--- config.mk ---
export PLATFORM = sky130hd
export DESIGN_NAME = bpar_mchk
export DESIGN_NICKNAME = d
export VERILOG_FILES = /design/src/rtl/bpar_pkg.sv /design/src/rtl/bpar_lane_par.sv /design/src/rtl/bpar_fill_fsm.sv /design/src/rtl/bpar_co_fsm.sv /design/src/rtl/bpar_mcsr.sv /design/src/rtl/bpar_mchk.sv
export SDC_FILE = /design/constraint.sdc
export NUM_CORES = 1
export LEC_CHECK = 0
export CORE_AREA = 2 2 151 153
export CTS_CLUSTER_DIAMETER = 80
export CTS_CLUSTER_SIZE = 20
export DETAILED_ROUTE_END_ITERATION = 10
export DIE_AREA = 0 0 153 155
export GPL_ROUTABILITY_DRIVEN = 1
export HOLD_SLACK_MARGIN = 0.03
export PLACE_DENSITY = 0.82
export SYNTH_ARGS = -nofsm -noshare
export SYNTH_HDL_FRONTEND = slang
export SYNTH_SLANG_ARGS = --single-unit
--- constraint.sdc ---
create_clock -name clk -period 3.9 [get_ports clk]
set_clock_uncertainty 0.15 [all_clocks]
set_input_delay 0.78 -clock clk [delete_from_list [all_inputs] [get_ports clk]]
set_output_delay 0.78 -clock clk [all_outputs]
set_load 0.03 [all_outputs]
--- src/rtl/bpar_pkg.sv ---
package bpar_pkg;
    localparam int ST_W       = 6;
    localparam int ST_RD_ADDR = 0;
    localparam int ST_RD_DATA = 1;
    localparam int ST_RD_PAR  = 2;
    localparam int ST_WR_ADDR = 3;
    localparam int ST_WR_DATA = 4;
    localparam int ST_CO_PAR  = 5;

    typedef enum logic [1:0] {
        FL_IDLE   = 2'd0,
        FL_CLEAN  = 2'd1,
        FL_POISON = 2'd2
    } fill_st_e;

    typedef enum logic [1:0] {
        CO_IDLE  = 2'd0,
        CO_CLEAN = 2'd1,
        CO_BAD   = 2'd2
    } co_st_e;
endpackage

--- src/rtl/bpar_lane_par.sv ---
module bpar_lane_par #(
    parameter int DATA_W = 64
) (
    input  logic [DATA_W-1:0]   data,
    output logic [DATA_W/8-1:0] par
);
    localparam int LANES = DATA_W / 8;

    for (genvar l = 0; l < LANES; l++) begin : g_lane
        assign par[l] = ^data[l*8 +: 8];
    end
endmodule

--- src/rtl/bpar_fill_fsm.sv ---
module bpar_fill_fsm
    import bpar_pkg::*;
(
    input  logic clk,
    input  logic rst_n,
    input  logic beat_valid,
    input  logic beat_fill,
    input  logic beat_last,
    input  logic beat_err,
    output logic inhibit
);
    fill_st_e state, nxt;
    logic     fill_beat;

    assign fill_beat = beat_valid & beat_fill;

    always_ff @(posedge clk or negedge rst_n) begin
        if (!rst_n) state <= FL_IDLE;
        else        state <= nxt;
    end

    always_comb begin
        nxt = state;
        unique case (state)
            FL_IDLE: begin
                if (fill_beat && !beat_last)
                    nxt = beat_err ? FL_POISON : FL_CLEAN;
            end
            FL_CLEAN: begin
                if (fill_beat) begin
                    if (beat_last)     nxt = FL_IDLE;
                    else if (beat_err) nxt = FL_POISON;
                end
            end
            FL_POISON: begin
                if (fill_beat && beat_last) nxt = FL_IDLE;
            end
            default: nxt = FL_IDLE;
        endcase
    end

    always_comb begin
        inhibit = fill_beat & (beat_err | (state == FL_POISON));
    end
endmodule

--- src/rtl/bpar_co_fsm.sv ---
module bpar_co_fsm
    import bpar_pkg::*;
#(
    parameter int ADDR_W = 32
) (
    input  logic              clk,
    input  logic              rst_n,
    input  logic              beat,
    input  logic              last,
    input  logic              bad,
    input  logic [ADDR_W-1:0] addr,
    output logic              err_pulse,
    output logic [ADDR_W-1:0] err_addr
);
    co_st_e            state, nxt;
    logic [ADDR_W-1:0] line_addr;

    always_ff @(posedge clk or negedge rst_n) begin
        if (!rst_n) begin
            state     <= CO_IDLE;
            line_addr <= '0;
        end else begin
            state <= nxt;
            if (state == CO_IDLE && beat) line_addr <= addr;
        end
    end

    always_comb begin
        nxt = state;
        unique case (state)
            CO_IDLE: begin
                if (beat && !last) nxt = bad ? CO_BAD : CO_CLEAN;
            end
            CO_CLEAN: begin
                if (beat) begin
                    if (last)     nxt = CO_IDLE;
                    else if (bad) nxt = CO_BAD;
                end
            end
            CO_BAD: begin
                if (beat && last) nxt = CO_IDLE;
            end
            default: nxt = CO_IDLE;
        endcase
    end

    always_comb begin
        err_pulse = beat & last & (bad | (state == CO_BAD));
        err_addr  = (state == CO_IDLE) ? addr : line_addr;
    end
endmodule

--- src/rtl/bpar_mcsr.sv ---
module bpar_mcsr
    import bpar_pkg::*;
#(
    parameter int ADDR_W = 32
) (
    input  logic              clk,
    input  logic              rst_n,
    input  logic [ST_W-1:0]   set_vec,
    input  logic [ADDR_W-1:0] set_addr,
    input  logic              clr_we,
    input  logic [ST_W-1:0]   clr_mask,
    output logic [ST_W-1:0]   status,
    output logic [ADDR_W-1:0] cap_addr
);
    logic [ST_W-1:0] kept, nxt;

    always_comb begin
        kept = clr_we ? (status & ~clr_mask) : status;
        nxt  = kept | set_vec;
    end

    always_ff @(posedge clk or negedge rst_n) begin
        if (!rst_n) begin
            status   <= '0;
            cap_addr <= '0;
        end else begin
            status <= nxt;
            if (kept == '0 && set_vec != '0) cap_addr <= set_addr;
        end
    end
endmodule

--- src/rtl/bpar_mchk.sv ---
module bpar_mchk
    import bpar_pkg::*;
#(
    parameter int DATA_W = 64,
    parameter int ADDR_W = 32,
    parameter int NBUS   = 2
) (
    input  logic                               clk,
    input  logic                               rst_n,
    input  logic                               cfg_we,
    input  logic [NBUS-1:0]                    cfg_chk_en,
    input  logic [5:0]                         cfg_mc_en,
    input  logic [NBUS-1:0]                    rd_valid,
    input  logic [NBUS-1:0][ADDR_W-1:0]        rd_addr,
    input  logic [NBUS-1:0][DATA_W-1:0]        rd_data,
    input  logic [NBUS-1:0][DATA_W/8-1:0]      rd_par,
    input  logic [NBUS-1:0]                    rd_fill,
    input  logic [NBUS-1:0]                    rd_last,
    input  logic [NBUS-1:0]                    rd_aerr,
    input  logic [NBUS-1:0]                    rd_derr,
    output logic [NBUS-1:0]                    fill_inhibit,
    input  logic                               wr_valid,
    input  logic [ADDR_W-1:0]                  wr_addr,
    input  logic [DATA_W-1:0]                  wr_data,
    output logic [DATA_W/8-1:0]                wr_par,
    input  logic                               wr_castout,
    input  logic                               wr_last,
    input  logic [DATA_W/8-1:0]                wr_src_par,
    input  logic                               wr_aerr,
    input  logic                               wr_err_n,
    input  logic                               st_clr_we,
    input  logic [5:0]                         st_clr_mask,
    output logic [5:0]                         mcs_status,
    output logic [ADDR_W-1:0]                  mcs_addr,
    output logic                               mchk_req
);
    localparam int LANES = DATA_W / 8;

    logic [NBUS-1:0]   chk_en_q;
    logic [ST_W-1:0]   mc_en_q;
    logic [ADDR_W-1:0] last_wr_addr;
    logic [NBUS-1:0]   rd_perr, rd_bad;
    logic [ST_W-1:0]   set_vec;
    logic [ADDR_W-1:0] sel_addr;
    logic              co_beat, co_bad, co_pulse, wr_fault;
    logic [ADDR_W-1:0] co_addr;

    always_ff @(posedge clk or negedge rst_n) begin
        if (!rst_n) begin
            chk_en_q     <= '0;
            mc_en_q      <= '0;
            last_wr_addr <= '0;
        end else begin
            if (cfg_we) begin
                chk_en_q <= cfg_chk_en;
                mc_en_q  <= cfg_mc_en;
            end
            if (wr_valid) last_wr_addr <= wr_addr;
        end
    end

    for (genvar b = 0; b < NBUS; b++) begin : g_bus
        logic [LANES-1:0] calc;

        bpar_lane_par #(.DATA_W(DATA_W)) u_par (
            .data (rd_data[b]),
            .par  (calc)
        );

        assign rd_perr[b] = rd_valid[b] & chk_en_q[b] & (calc != rd_par[b]);
        assign rd_bad[b]  = rd_perr[b] | (rd_valid[b] & (rd_aerr[b] | rd_derr[b]));

        bpar_fill_fsm u_fill (
            .clk        (clk),
            .rst_n      (rst_n),
            .beat_valid (rd_valid[b]),
            .beat_fill  (rd_fill[b]),
            .beat_last  (rd_last[b]),
            .beat_err   (rd_bad[b]),
            .inhibit    (fill_inhibit[b])
        );
    end

    bpar_lane_par #(.DATA_W(DATA_W)) u_wr_par (
        .data (wr_data),
        .par  (wr_par)
    );

    assign co_beat = wr_valid & wr_castout;
    assign co_bad  = co_beat & (wr_src_par != wr_par);

    bpar_co_fsm #(.ADDR_W(ADDR_W)) u_co (
        .clk       (clk),
        .rst_n     (rst_n),
        .beat      (co_beat),
        .last      (wr_last),
        .bad       (co_bad),
        .addr      (wr_addr),
        .err_pulse (co_pulse),
        .err_addr  (co_addr)
    );

    assign wr_fault = wr_aerr | ~wr_err_n;

    always_comb begin
        set_vec             = '0;
        set_vec[ST_RD_ADDR] = |(rd_valid & rd_aerr);
        set_vec[ST_RD_DATA] = |(rd_valid & rd_derr);
        set_vec[ST_RD_PAR]  = |rd_perr;
        set_vec[ST_WR_ADDR] = wr_aerr;
        set_vec[ST_WR_DATA] = ~wr_err_n;
        set_vec[ST_CO_PAR]  = co_pulse;
    end

    always_comb begin
        sel_addr = co_addr;
        if (wr_fault) sel_addr = last_wr_addr;
        for (int b = NBUS - 1; b >= 0; b--) begin
            if (rd_bad[b]) sel_addr = rd_addr[b];
        end
    end

    bpar_mcsr #(.ADDR_W(ADDR_W)) u_mcsr (
        .clk      (clk),
        .rst_n    (rst_n),
        .set_vec  (set_vec),
        .set_addr (sel_addr),
        .clr_we   (st_clr_we),
        .clr_mask (st_clr_mask),
        .status   (mcs_status),
        .cap_addr (mcs_addr)
    );

    assign mchk_req = |(mcs_status & mc_en_q);
endmodule

Word level (Yosys, flattened, before mapping)
Cells that the tools add are included.
{"block": "totals", "register_bits": 116, "word_cells": 132, "out_inout_bits": 49, "input_bits": 345}
{"block": "op_classes", "bitwise_logic": 29, "eq_ne": 21, "muxes": 26, "n_reduce_logical": 47}
{"operator": "8-bit XOR reduction", "n": 24}
{"operator": "32-bit 2-to-1 mux", "n": 4}
{"operator": "2-bit 2-to-1 mux", "n": 18}
{"operator": "8-bit inequality test", "n": 3}
{"operator": "2-bit one-hot mux with 3 select lines", "n": 3}
{"operator": "2-bit by 1-bit inequality test with 1-bit output, second input constant", "n": 8}
{"operator": "1-bit bitwise AND", "n": 14}
{"operator": "6-bit bitwise AND", "n": 2}
{"operator": "4-bit AND reduction", "n": 3}
{"operator": "3-bit by 2-bit inequality test with 1-bit output, second input constant", "n": 3}
{"operator": "1-bit logical AND", "n": 8}
{"operator": "1-bit OR", "n": 8}
{"operator": "2-bit by 1-bit == test with 1-bit output, second input constant", "n": 3}
{"operator": "2-bit == test, second input constant", "n": 3}
{"operator": "2-bit zero test", "n": 3}
{"operator": "6-bit zero test", "n": 1}
{"operator": "6-bit 2-to-1 mux", "n": 1}
{"operator": "6-bit NOT", "n": 1}
{"operator": "6-bit OR", "n": 1}
{"operator": "6-bit nonzero test", "n": 1}
{"operator": "2-bit OR reduction", "n": 3}
{"operator": "6-bit OR reduction", "n": 1}
{"operator": "2-bit bitwise AND", "n": 2}
{"operator": "1-bit zero test", "n": 3}
{"operator": "2 further kinds", "n": 2}

Depth between registers and ports, before layout
Gate-level depths: netlist of run 1.
{"block": "logic_depth", "ltp_word": 8, "mapped_depth": 10}

Modules after synthesis
Synthesis of run 1 repeated with hierarchy kept, for this count alone.
{"block": "unflattened", "hier_cells": 793, "area_unflattened_um2": 8622.0}
{"mod": "bpar_mchk", "area_per_inst_um2": 3568.4, "instances": 1, "cells_per_inst": 392, "seq_area_each_um2": 1001.0}
{"mod": "bpar_co_fsm", "area_per_inst_um2": 1711.6, "instances": 1, "cells_per_inst": 115, "seq_area_each_um2": 850.8}
{"mod": "bpar_mcsr", "area_per_inst_um2": 1625.3, "instances": 1, "cells_per_inst": 94, "seq_area_each_um2": 950.9}
{"mod": "bpar_lane_par", "area_per_inst_um2": 490.5, "instances": 3, "cells_per_inst": 56, "seq_area_each_um2": 0.0}
{"mod": "bpar_fill_fsm", "area_per_inst_um2": 122.6, "instances": 2, "cells_per_inst": 12, "seq_area_each_um2": 50.0}

Least setup slack after synthesis of run 1
OpenSTA, ideal clock, no wires.
{"block": "synth_timing", "kind": "input to output", "startpoint": "input rd_data[106] (netlist bit)", "endpoint": "output fill_inhibit[1]", "t_arrival_ps": 2673, "path_stages": 10, "setup_slack_ps": 297, "path_cell_list": "xnor2_1 xnor3_1 xnor2_1 nor4_2 a41oi_2 buf_6 dlymetal6s2s_1 nor2_1 a21oi_1 buf_4"}
{"block": "synth_via", "elab_chain_len": 6}
{"element": "start: declaration", "line": "bpar_mchk.sv:15", "source": "input logic [NBUS-1:0][DATA_W-1:0] rd_data,"}
{"element": "8-bit XOR reduction", "line": "bpar_lane_par.sv:10", "source": "assign par[l] = ^data[l*8 +: 8];"}
{"element": "8-bit inequality test", "line": "bpar_mchk.sv:70", "source": "assign rd_perr[b] = rd_valid[b] & chk_en_q[b] & (calc != rd_par[b]);"}
{"element": "1-bit bitwise AND", "line": "bpar_mchk.sv:70"}
{"element": "1-bit OR", "line": "bpar_mchk.sv:71", "source": "assign rd_bad[b] = rd_perr[b] | (rd_valid[b] & (rd_aerr[b] | rd_derr[b]));"}
{"element": "1-bit OR", "line": "bpar_fill_fsm.sv:43", "source": "inhibit = fill_beat & (beat_err | (state == FL_POISON));"}
{"element": "1-bit bitwise AND", "line": "bpar_fill_fsm.sv:43"}
{"element": "end: declaration", "line": "bpar_mchk.sv:21", "source": "output logic [NBUS-1:0] fill_inhibit,"}
No other way between the ends.

Worst setup path after layout of run 1
{"block": "layout_timing", "startpoint": "input rd_data[74] (netlist bit)", "endpoint": "output fill_inhibit[1]"}
Same word-level chain as after synthesis.

==> summary.txt, run 1 <==
Detailed routing
  • DR pass1 iterations: 5
  • Number of DRC markers in iteration 0: 462
  • Drt wl/cell: between 15 and 20 um
  • DRC: 0
  • Vias: around 7500
  • Via/cell ratio: 5.12
  • Post-route ant nets: 0
  • Routed WL: approximately 29 mm

Clock network
  • Root Buffer Master: clkbuf_16
  • CTS Buffer Depth: 2
  • Num CTS Buffers: 17
  • CTS tree: done
  • Clock sinks: 116
  • Clock Pin Slew Worst Setup and Hold Paths: 50 ps
  • Worst skew pair latency: 410 ps
  • Htree depth: 4
  • Hold_buf cts: 0

Logic synthesis
  • Mapped Avg Cell Area: 10.3 um^2
  • Synth area leader: dfrtp_1
  • Ys flop type: dfrtp_1
  • Seq/Total Area, Yosys: a little over a third
  • Netlist cell types: 44
  • Cell area after synthesis: slightly above 8000 um^2
  • Syn Nets: around 1100
  • Yosys warnings: 0
  • Number of synthesized flops with an enable pin: 0
  • #FFs+latches synth: 116
  • Dominant cells by area after synthesis: dfrtp_1, xnor2_1, a21oi_1, mux2_2, mux2_4
  • Synth async-reset ratio: between 90% and 100%
  • Top cell type's share of synthesized area: 35.7%
  • Syn Inst Count: 789

Global route
  • Vias in the first global route: about 8000
  • Largest net degree at the start of global routing: 66
  • Total track usage: 23.3%
  • First-pass GRT wire length: about 43 mm
  • Initial antenna violation count: 2
  • Global route overflow: 0

Pwr
  • Peak supply drop: between 0.2 and 0.3 mV
  • Pwr per Cell Area: 446 nW/um^2
  • Pleak: 5.16 nW
  • Pwr Total: 5.80 mW

Timing
  • Final Worst Setup Slack: 88.9 ps
  • Hold slack: between 300 and 400 ps
  • Slew HR: 46.7%
  • Final Max Slew Viols: 0
  • Endpoints failing setup: 0
  • Tcrit/Tclk final: 97.7%
  • Slew @ Worst Pin: ~800 ps
  • FMAX: 0.262 GHz
  • Final Hold Viols: 0
  • Fin crit period: approximately 3800 ps

Floorplanning
  • I/O Pins: roughly 400
  • Initial Utilization: 36.6%
  • Die H: between 150 and 200 um
  • Die W: between 150 and 200 um
  • Die Area: 23700 um^2
  • Num rows: 55
  • CORE AREA: 22200 um^2

Place
  • Gpl congestion: 0.887
  • Number of port buffers: 393
  • Placed Area: 12400 um^2
  • DP HPWL: 21.9 mm
  • Pre-CTS setup slack: -402 ps

Final layout
  • Finished Cell Area: 13000 um^2
  • P&R area growth vs syn: 59.8%
  • Final net count: 1518
  • Layout Utilization: 58.5%
  • Share of cells above drive strength 1: around an eighth

Setup path
  • CP required: ~3000 ps
  • Most frequent cell on the critical path: xnor2_1
  • Buf/Inv on CP: 2
  • Max stage delay on crit path: between 400 and 500 ps
  • Slowest CP cell: clkdlybuf4s50_1
  • Kind of start point of the critical path: input pin
  • Crit-path max FO: 2
  • Critical path's top delay family: XOR/XNOR gates
  • Crit. End Element: output pin
  • Cell-by-cell listing of the critical path: clkdlybuf4s50_1, xnor2_1, xnor3_1, xnor2_1, nor4_2, a41oi_4, nor2_4, a21oi_4, buf_12
  • WS Path Type: input pin to output pin
  • CP Data Arrival Time: 2880 ps

Outcome
  • Status: finished, final reports clean

Run
  • Max-cap violations: 0

Hold path
  • Hold WC Path Type: input pin to asynchronous set/reset pin
==> where the power goes <==
group          internal, mW  total [mW]  switching (mW)
combinational          1.41        2.63            1.22
clock                 0.908        1.43           0.518
sequential             1.54        1.74           0.202
total                  3.86        5.80            1.94
==> state kept, by name, summed over array words and instances (netlist names) <==
register            cells
last_wr_addr           32
u_co.line_addr         32
u_mcsr.cap_addr        32
mc_en_q                 6
u_mcsr.status           6
g_bus.u_fill.state      4
chk_en_q                2
u_co.state              2
==> kinds of logic (layout without fill, tap and decap cells) <==
| logic type | Yosys count | count (layout) | share of synthesized area (%) |
|---|---|---|---|
| compound gates | 221 | 221 | 15.3 |
| mux | 104 | 104 | 15.8 |
| xor+xnor | 178 | 178 | 22.7 |
| other cells | 0 | 1 | 0 |
| simple gates | 111 | 111 | 6.77 |
| flops | 116 | 116 | 35.7 |
| buf+inv | 59 | 453 | 3.71 |
==> through the flow <==
| stage | setup TNS, ps | instances |
|---|---|---|
| 6_report | 0 | 1469 |
| 5_1_grt | -24.3 | 1469 |
| 4_1_cts | 0 | 1465 |
| 3_5_place_dp | -12410 | 1435 |
| 3_3_place_gp | -11630 | 1435 |
| 2_1_floorplan | 0 | 789 |
==> per-layer routing <==
layer | up-vias | track usage [%] | wire [um]
met4 | 0 | 7.89 | 755
met5 | - | 0 | 0
met3 | 44 | 3.90 | 1330
li1 | 3559 | - | -
met1 | 3655 | 29.5 | 12200
met2 | 270 | 40.7 | 14200
==> layout make-up <==
cell class / instances / area (um^2)
Tap cell: 285 / 357
Multi-Input combinational cell: 614 / 5010
Inverter: 4 / 15.0
Timing Repair Buffer: 420 / 4180
Antenna cell: 1 / 2.50
Clock buffer: 23 / 478
Clock inverter: 6 / 55.1
Fill cell: 1915 / 9220
Sequential cell: 116 / 2900
==> worst register-to-register path: cells and delay by family, from the launching register on <==
| family | cells | cell delay, ps |
|---|---|---|
| AO/OA/AOI/OAI | 3 | 680 |
| buffers and inverters | 3 | 710 |
| flip-flops | 1 | 380 |
| multiplexers | 1 | 360 |
| AND/OR/NAND/NOR | 1 | 100 |
==> placed cells by master (no fill, tap or decap), types with 6 or more instances in the layout <==
| cell | n |
|---|---|
| xnor2_1 | 123 |
| xor2_1 | 32 |
| o21ai_1 | 8 |
| nor2_1 | 8 |
| xnor3_1 | 14 |
| a21oi_1 | 99 |
| mux2_2 | 40 |
| buf_4 | 24 |
| o21ai_0 | 57 |
| a31oi_1 | 32 |
| dfrtp_1 | 116 |
| clkbuf_16 | 17 |
| mux2_4 | 30 |
| or3_1 | 32 |
| mux2_1 | 34 |
| nand2_1 | 52 |
| xor3_1 | 6 |
| clkdlybuf4s50_1 | 387 |
==> worst paths after layout <==
path                                                            from                                   end  slack, ps  depth (start not counted)
max in group asynchronous                                      rst_n        u_co.line_addr[19]$_DFFE_PN0P_       2480                          2
worst max register to register               chk_en_q[1]$_DFFE_PN0P_        u_mcsr.cap_addr[0]$_DFFE_PN0P_       1400                          8
worst min register to register  g_bus[1].u_fill.state[1]$_DFFE_PN0P_  g_bus[1].u_fill.state[0]$_DFFE_PN0P_        310                          1
worst max-delay path                                     rd_data[74]                       fill_inhibit[1]         90                          9
worst min-delay path                                           rst_n        u_mcsr.cap_addr[7]$_DFFE_PN0P_        300                          1
min in group clk                g_bus[1].u_fill.state[1]$_DFFE_PN0P_  g_bus[1].u_fill.state[0]$_DFFE_PN0P_        310                          1
==> synth_stat cells (3+ instances only) <==
cell type  instances
xnor2_1          125
dfrtp_1          116
a21oi_1          100
o21ai_0           57
nand2_1           52
mux2_2            40
clkbuf_1          35
mux2_1            34
a31oi_1           32
or3_1             32
xor2_1            32
mux2_4            30
xnor3_1           14
nor2_1            10
o21ai_1            9
buf_6              7
nand2b_1           6
xor3_1             6
a22oi_1            5
buf_2              5
a21o_1             4
buf_1              4
inv_1              4
nand4_1            3
o41ai_1            3
==> timing repair <==
| item | 4_1_cts | 5_1_grt |
|---|---|---|
| setup endpoints to repair | 2 | 34 |
| gates resized for setup | 5 | 11 |
| cloned | 0 | 0 |
| pin swaps | 3 | 10 |
| setup buffers | 1 | 3 |
(Power assumes the default switching activity.)
==> run 2, diff against run 1 <==
CAP_MARGIN = 5   (was not set)
==> results of run 2 <==
No change in the layout: final DEF, timing and power equal those of run 1.
